--- src/rtl/zt_pkg.sv ---
package zt_pkg;

  // Access carried by one sampled cycle.
  typedef enum logic [1:0] {
    OP_IDLE  = 2'd0,
    OP_READ  = 2'd1,
    OP_WRITE = 2'd2
  } op_e;

  // Low address bits of a burst beat: linear add or interleaved xor.
  function automatic logic [1:0] beat_low(input logic [1:0] start,
                                          input logic [1:0] beat,
                                          input logic       ilv);
    return ilv ? (start ^ beat) : (start + beat);
  endfunction

endpackage

--- src/rtl/zt_burst_gen.sv ---
module zt_burst_gen
  import zt_pkg::*;
#(
  parameter int ADDR_W = 8
) (
  input  logic              clk_i,
  input  logic              rst_ni,
  input  logic              sleep_i,
  input  logic              adv_i,
  input  logic              sel_all_i,
  input  logic              wr_i,
  input  logic              ilv_i,
  input  logic [ADDR_W-1:0] addr_i,
  output op_e               op_o,
  output logic [ADDR_W-1:0] addr_o
);

  logic              live_q;
  logic              kind_wr_q;
  logic [ADDR_W-1:0] base_q;
  logic [1:0]        beat_q;
  logic              cont;
  logic              start;
  logic [1:0]        beat_nx;

  // Decode of the cycle presented at the coming edge.
  always_comb begin
    cont    = !sleep_i && adv_i && live_q;
    start   = !sleep_i && !adv_i && sel_all_i;
    beat_nx = beat_q + 2'd1;
    op_o    = OP_IDLE;
    addr_o  = addr_i;
    if (cont) begin
      op_o   = kind_wr_q ? OP_WRITE : OP_READ;
      addr_o = {base_q[ADDR_W-1:2], beat_low(base_q[1:0], beat_nx, ilv_i)};
    end else if (start) begin
      op_o = wr_i ? OP_WRITE : OP_READ;
    end
  end

  always_ff @(posedge clk_i or negedge rst_ni) begin
    if (!rst_ni) begin
      live_q    <= 1'b0;
      kind_wr_q <= 1'b0;
      base_q    <= '0;
      beat_q    <= '0;
    end else begin
      live_q <= cont | start;
      if (start) begin
        base_q    <= addr_i;
        kind_wr_q <= wr_i;
        beat_q    <= '0;
      end else if (cont) begin
        beat_q <= beat_nx;
      end
    end
  end

  AST_LIN_STEP: assert property (@(posedge clk_i) disable iff (!rst_ni)
    (cont && !ilv_i) |-> (addr_o[1:0] == $past(addr_o[1:0]) + 2'd1));
  AST_HI_HOLD: assert property (@(posedge clk_i) disable iff (!rst_ni)
    cont |-> (addr_o[ADDR_W-1:2] == $past(addr_o[ADDR_W-1:2])));

endmodule

--- src/rtl/zt_write_queue.sv ---
module zt_write_queue #(
  parameter int ADDR_W = 8,
  parameter int LANES  = 2
) (
  input  logic              clk_i,
  input  logic              rst_ni,
  input  logic              pipe_i,
  input  logic              in_wr_i,
  input  logic [ADDR_W-1:0] in_addr_i,
  input  logic [LANES-1:0]  in_be_i,
  output logic              cm_en_o,
  output logic [ADDR_W-1:0] cm_addr_o,
  output logic [LANES-1:0]  cm_be_o
);

  // Extra stage used only by the double-late timing.
  logic              s2_v;
  logic [ADDR_W-1:0] s2_addr;
  logic [LANES-1:0]  s2_be;

  always_ff @(posedge clk_i or negedge rst_ni) begin
    if (!rst_ni) begin
      s2_v    <= 1'b0;
      s2_addr <= '0;
      s2_be   <= '0;
    end else begin
      s2_v    <= pipe_i & in_wr_i;
      s2_addr <= in_addr_i;
      s2_be   <= in_be_i;
    end
  end

  // Entry whose data is on the bus in this period.
  always_comb begin
    if (pipe_i) begin
      cm_en_o   = s2_v;
      cm_addr_o = s2_addr;
      cm_be_o   = s2_be;
    end else begin
      cm_en_o   = in_wr_i;
      cm_addr_o = in_addr_i;
      cm_be_o   = in_be_i;
    end
  end

  AST_DBL_LATE: assert property (@(posedge clk_i) disable iff (!rst_ni)
    (pipe_i && cm_en_o) |-> $past(in_wr_i));

endmodule

--- src/rtl/zt_mem_array.sv ---
module zt_mem_array #(
  parameter int ADDR_W = 8,
  parameter int LANES  = 2,
  parameter int BYTE_W = 9
) (
  input  logic                      clk_i,
  input  logic                      we_i,
  input  logic [ADDR_W-1:0]         waddr_i,
  input  logic [LANES-1:0]          wbe_i,
  input  logic [LANES*BYTE_W-1:0]   wdata_i,
  input  logic [ADDR_W-1:0]         raddr_i,
  output logic [LANES*BYTE_W-1:0]   rdata_o
);

  localparam int DEPTH = 1 << ADDR_W;

  for (genvar l = 0; l < LANES; l++) begin : g_lane
    logic [BYTE_W-1:0] cells [DEPTH];

    always_ff @(posedge clk_i) begin
      if (we_i && wbe_i[l]) begin
        cells[waddr_i] <= wdata_i[l*BYTE_W +: BYTE_W];
      end
    end

    assign rdata_o[l*BYTE_W +: BYTE_W] = cells[raddr_i];
  end

endmodule

--- src/rtl/zt_read_port.sv ---
module zt_read_port #(
  parameter int LANES  = 2,
  parameter int BYTE_W = 9
) (
  input  logic                    clk_i,
  input  logic                    rst_ni,
  input  logic                    pipe_i,
  input  logic                    oe_i,
  input  logic                    sleep_i,
  input  logic                    rd_now_i,
  input  logic [LANES*BYTE_W-1:0] arr_i,
  input  logic                    fwd_hit_i,
  input  logic [LANES-1:0]        fwd_be_i,
  input  logic [LANES*BYTE_W-1:0] wdata_i,
  output logic [LANES*BYTE_W-1:0] dq_o,
  output logic                    dq_oe_o
);

  localparam int DATA_W = LANES * BYTE_W;

  logic [DATA_W-1:0] merged;
  logic [DATA_W-1:0] rq_d;
  logic              rq_v;

  // Pending write bytes replace stale array bytes lane by lane.
  for (genvar l = 0; l < LANES; l++) begin : g_merge
    assign merged[l*BYTE_W +: BYTE_W] = (fwd_hit_i && fwd_be_i[l]) ?
      wdata_i[l*BYTE_W +: BYTE_W] : arr_i[l*BYTE_W +: BYTE_W];
  end

  always_ff @(posedge clk_i or negedge rst_ni) begin
    if (!rst_ni) begin
      rq_v <= 1'b0;
      rq_d <= '0;
    end else begin
      rq_v <= pipe_i & rd_now_i;
      if (rd_now_i) begin
        rq_d <= merged;
      end
    end
  end

  assign dq_o    = pipe_i ? rq_d : arr_i;
  assign dq_oe_o = oe_i && !sleep_i && (pipe_i ? rq_v : rd_now_i);

  AST_PIPE_LAT: assert property (@(posedge clk_i) disable iff (!rst_ni)
    (pipe_i && dq_oe_o) |-> $past(rd_now_i));

endmodule

--- src/rtl/zt_sram.sv ---
module zt_sram
  import zt_pkg::*;
#(
  parameter int ADDR_W = 8,
  parameter int LANES  = 2,
  parameter int BYTE_W = 9
) (
  input  logic                    clk_i,
  input  logic                    rst_ni,
  input  logic                    pipe_mode_i,
  input  logic                    burst_ilv_i,
  input  logic                    sel0_i,
  input  logic                    sel1_i,
  input  logic                    sel2_i,
  input  logic                    adv_i,
  input  logic                    wr_i,
  input  logic [LANES-1:0]        byte_en_i,
  input  logic [ADDR_W-1:0]       addr_i,
  input  logic                    oe_i,
  input  logic                    sleep_i,
  input  logic [LANES*BYTE_W-1:0] dq_i,
  output logic [LANES*BYTE_W-1:0] dq_o,
  output logic                    dq_oe_o
);

  localparam int DATA_W = LANES * BYTE_W;

  op_e               nxt_op;
  logic [ADDR_W-1:0] nxt_addr;
  op_e               cyc_op_q;
  logic [ADDR_W-1:0] cyc_addr_q;
  logic [LANES-1:0]  cyc_be_q;
  logic              cm_en;
  logic [ADDR_W-1:0] cm_addr;
  logic [LANES-1:0]  cm_be;
  logic [DATA_W-1:0] arr_rd;
  logic              rd_now;
  logic              fwd_hit;

  zt_burst_gen #(.ADDR_W(ADDR_W)) u_burst (
    .clk_i     (clk_i),
    .rst_ni    (rst_ni),
    .sleep_i   (sleep_i),
    .adv_i     (adv_i),
    .sel_all_i (sel0_i & sel1_i & sel2_i),
    .wr_i      (wr_i),
    .ilv_i     (burst_ilv_i),
    .addr_i    (addr_i),
    .op_o      (nxt_op),
    .addr_o    (nxt_addr)
  );

  // Sampled access: the first late-write stage and the read address.
  always_ff @(posedge clk_i or negedge rst_ni) begin
    if (!rst_ni) begin
      cyc_op_q   <= OP_IDLE;
      cyc_addr_q <= '0;
      cyc_be_q   <= '0;
    end else begin
      cyc_op_q   <= nxt_op;
      cyc_addr_q <= nxt_addr;
      cyc_be_q   <= byte_en_i;
    end
  end

  assign rd_now = (cyc_op_q == OP_READ);

  zt_write_queue #(.ADDR_W(ADDR_W), .LANES(LANES)) u_wq (
    .clk_i     (clk_i),
    .rst_ni    (rst_ni),
    .pipe_i    (pipe_mode_i),
    .in_wr_i   (cyc_op_q == OP_WRITE),
    .in_addr_i (cyc_addr_q),
    .in_be_i   (cyc_be_q),
    .cm_en_o   (cm_en),
    .cm_addr_o (cm_addr),
    .cm_be_o   (cm_be)
  );

  zt_mem_array #(.ADDR_W(ADDR_W), .LANES(LANES), .BYTE_W(BYTE_W)) u_mem (
    .clk_i   (clk_i),
    .we_i    (cm_en),
    .waddr_i (cm_addr),
    .wbe_i   (cm_be),
    .wdata_i (dq_i),
    .raddr_i (cyc_addr_q),
    .rdata_o (arr_rd)
  );

  assign fwd_hit = cm_en && (cm_addr == cyc_addr_q);

  zt_read_port #(.LANES(LANES), .BYTE_W(BYTE_W)) u_rd (
    .clk_i     (clk_i),
    .rst_ni    (rst_ni),
    .pipe_i    (pipe_mode_i),
    .oe_i      (oe_i),
    .sleep_i   (sleep_i),
    .rd_now_i  (rd_now),
    .arr_i     (arr_rd),
    .fwd_hit_i (fwd_hit),
    .fwd_be_i  (cm_be),
    .wdata_i   (dq_i),
    .dq_o      (dq_o),
    .dq_oe_o   (dq_oe_o)
  );

  AST_NO_CLASH: assert property (@(posedge clk_i) disable iff (!rst_ni)
    dq_oe_o |-> !cm_en);
  AST_SLEEP_IDLE: assert property (@(posedge clk_i) disable iff (!rst_ni)
    sleep_i |=> (cyc_op_q == OP_IDLE));

endmodule

--- config.mk ---
export PLATFORM = sky130hd
export DESIGN_NAME = zt_sram
export DESIGN_NICKNAME = d
export VERILOG_FILES = /design/src/rtl/zt_pkg.sv /design/src/rtl/zt_burst_gen.sv /design/src/rtl/zt_write_queue.sv /design/src/rtl/zt_mem_array.sv /design/src/rtl/zt_read_port.sv /design/src/rtl/zt_sram.sv
export SDC_FILE = /design/constraint.sdc
export NUM_CORES = 2
export LEC_CHECK = 0
export BUFFER_PORTS_ARGS = -buffer_cell sky130_fd_sc_hd__buf_2
export CAP_MARGIN = 5
export CORE_MARGIN = 5
export CORE_UTILIZATION = 45
export CTS_CLUSTER_DIAMETER = 120
export DETAILED_ROUTE_END_ITERATION = 7
export MAX_ROUTING_LAYER = met4
export SYNTH_ARGS = -nofsm -noshare
export SYNTH_HDL_FRONTEND = slang
export SYNTH_MEMORY_MAX_BITS = 65536
export SYNTH_SLANG_ARGS = --single-unit
--- constraint.sdc ---
create_clock -name clk_i -period 7.15 [get_ports clk_i]
set_input_delay 0.715 -clock clk_i [delete_from_list [all_inputs] [get_ports clk_i]]
set_output_delay 0.715 -clock clk_i [all_outputs]
set_load 0.02 [all_outputs]
==> flow_metrics.tcl <==
set metrics [dict create \
    status "complete, but fails checks" \
    violations "max-capacitance violations, max-slew violations" \
    cts_setup_buffers 0 \
    drive_above_1_share_pct 23.0 \
    ys_ff_latch 4662 \
    synth-edff-count 4608 \
    p_total_uw 57500 \
    worstPathMaxFanout 47 \
    wl_per_cell_um 35.4 \
    avgSynthCellArea_um2 20.9 \
    drv_slew 6 \
    synth_area_mm2 0.181 \
    final-hold-violation-count 0 \
    cap_violations 2 \
    p_per_area_mw_per_mm2 283 \
    area_delta_synth_final_pct 12.4 \
    grt_pass1_vias 91300 \
    seqCellArea_mm2 0.140 \
    antenna_found_initial 42 \
    whs_path_depth 3 \
    rows 232 \
    syn_nets 8676 \
    yosysUniqueCellTypes 78 \
    worst-setup-path-type "register to primary output" \
    multi_input_area_mm2 0.0379 \
    leakage_uw 0.0632 \
    place.gp.congestion 0.873 \
    synthXorXnorAreaFrac_pct 0.0582 \
    post-route-drc-count 0 \
    worstMarginPinSlew_ns 1.55 \
    totalWireLength_mm 518 \
    start_util_pct 45.2 \
    synth-compound-area-share_pct 3.35 \
    synthMuxAreaShare_pct 14.6 \
    yosys.area_share.simple_pct 2.77 \
    cts_tree "done" \
    cts_buffer_depth 4 \
    viasPerCell 6.30 \
    place.port_buffers 57 \
    fin_nets 8980 \
    grt_usage_pct 25.3 \
    rr_worst_depth 6 \
    synth_warnings 0 \
    cts_sinks 4662 \
    fmax_mhz 140 \
    min_path_type "input pin to register" \
    insertion_delay_ns 1.05 \
    ys_async_sr_fraction_pct 1.16 \
    nFillCells 31400 \
    fp.dieH_um 643 \
    clkTransAtPathRegs_ns 0.07 \
    die_w_um 643 \
    start_kind "register" \
    grt_pass1_wl_mm 723 \
    grt_max_degree 198 \
    synthAdderAreaFrac_pct 0.00693 \
    finalSetupViolCount 0 \
    dr.first_iter.drc_count 12900 \
    final_util_pct 50.8 \
    vias 92300 \
    relSlewSlack_pct -3.42 \
    core_mm2 0.399 \
    synth_top_family_by_area "multiplexers" \
    cp-end-kind "primary output" \
    ys_seq_area_share_pct 77.4 \
    io_pins 58 \
    period_needed_ns 7.14 \
    required_ns 6.43 \
    htreeDepth 5 \
    die_area_mm2 0.414 \
    clock_skew_ns 0.102 \
    firstDrtPassIters 6 \
    cts_root_buf "clkbuf_16" \
    fin_crit_sh_pct 99.8 \
    synth_cells 8636 \
    synthFlopType "edfxtp_1" \
    grt_overflow 0 \
    cts_buffers 461 \
    hpwl_mm 311 \
    cp.arrival_ns 6.42 \
    postRouteAntennaNets 0 \
    ir_drop_uv 228 \
]
[layer usage]
metal / part of all wire (%) / vias to the layer above / global-route usage, %
met1: 39 / 49500 / 34.6
met3: 9.9 / 933 / 5.00
met5: 0 / - / -
met4: 4.6 / 0 / 9.94
li1: - / 36700 / -
met2: 46 / 5233 / 37.7
[layout make-up]
cell class | count | area share, %
diodes | 57 | 0.0703
clock buffers | 562 | 5.97
clock inverters | 292 | 1.45
inverters | 12 | 0.0240
multi-input cells | 3425 | 18.7
flip-flops and latches | 4662 | 68.9
well taps | 5265 | 3.25
repair buffers | 378 | 1.73
[through the flow]
stage / hold WS (ns) / cell area (um2) / setup slack [ns] / cells / setup TNS (ns)
final: 0.173 / 203000 / 0.0147 / 14700 / 0
after global routing: 0.178 / 203000 / -0.00467 / 14600 / -0.00467
after CTS: 0.124 / 203000 / 0.115 / 14600 / 0
after detailed placement: 0.380 / 188000 / 0.948 / 13700 / 0
after global placement: 0.387 / 188000 / 1.03 / 13700 / 0
after floorplan: 0.349 / 181000 / 3.81 / 8636 / 0
[path summary, 6_finish.rpt]
check / slack, ns / from / endpoint
hold reg to reg: 0.39 / cyc_be_q[0]$_DFF_PN0_ / u_wq.s2_be[0]$_DFF_PN0_
setup / recovery: 0.01 / cyc_addr_q[0]$_DFF_PN0_ / dq_o[15]
min in group asynchronous: 0.42 / rst_ni / u_burst.base_q[1]$_DFFE_PN0N_
setup reg to reg: 1.68 / cyc_addr_q[4]$_DFF_PN0_ / u_mem.g_lane[1].cells[77][0]$_DFFE_PP_
max in group asynchronous: 5.91 / rst_ni / cyc_addr_q[4]$_DFF_PN0_
hold / removal: 0.17 / sel1_i / u_burst.beat_q[0]$_DFFE_PN0P_
[power breakdown]
group          switching, uW  internal, uW  total [uW]
Combinational           2180          1000        3180
Clock                  10400         13800       24200
Sequential              60.1         30100       30100
[cells in the final DEF, fill, tap and decap left out, types with 39 or more instances in the layout]
cell type  count
nand3_1       47
nor3_1        65
nand2_1      214
clkinv_2     102
dfrtp_1       48
edfxtp_1    4608
diode_2       57
nor2_1       581
buf_4        258
mux2i_1      327
mux2_2        50
a22oi_1      289
o21ai_0       85
a21oi_1      214
clkinv_1     104
buf_12        51
o221ai_1      43
clkbuf_1      86
clkbuf_16    465
bufinv_16     49
buf_2         39
o22ai_1       76
mux4_2       997
[synthesized netlist by cell type, types with 37 or more instances]
| cell type | number | area, um2 |
|---|---|---|
| buf_2 | 160 | 801 |
| o22ai_1 | 77 | 482 |
| clkbuf_1 | 199 | 747 |
| nor4_1 | 40 | 250 |
| o21ai_0 | 86 | 430 |
| a21oi_1 | 214 | 1070 |
| nor3_1 | 68 | 340 |
| mux4_2 | 997 | 22500 |
| nand3_1 | 47 | 235 |
| mux2i_1 | 327 | 3270 |
| nand2b_1 | 37 | 231 |
| nor2_1 | 584 | 2190 |
| edfxtp_1 | 4608 | 138000 |
| o221ai_1 | 43 | 377 |
| dfrtp_1 | 54 | 1350 |
| mux2_2 | 50 | 563 |
| nand2_1 | 232 | 871 |
| buf_6 | 74 | 833 |
| buf_4 | 75 | 563 |
| a22oi_1 | 289 | 2170 |
[flip-flops by register name (all words and copies together), names as in the netlist, 2 cells and up]
register / cells
u_burst.beat_q: 2
u_wq.s2_be: 2
u_wq.s2_addr: 8
u_mem.g_lane.cells: 4608
cyc_addr_q: 8
cyc_op_q: 2
cyc_be_q: 2
u_burst.base_q: 8
u_rd.rq_d: 18
[critical path, cell delays in order (launching register included)]
cell and delay [ns]:
dfrtp_4 1.00, buf_12 0.31, buf_12 0.35, buf_4 0.32, mux4_2 0.26, a22oi_1 0.09, a21oi_1 0.60, nor4_1 0.20
a211oi_1 0.88, nand3_1 0.56, o21ai_0 0.38, buf_2 0.22
[timing repair]
action / in CTS / in global routing
endpoints found under the hold margin: 68 / 0
setup endpoints to repair: 2 / 0
gates resized for setup: 2 / 0
hold buffers: 12 / 0
[logic make-up after synthesis]
logic type,Yosys count
xor+xnor,12
flops,4662
compound gates,902
mux,1376
fa+ha+maj,1
simple gates,1134
buf+inv,549
Power figures use the tool's default switching activity.
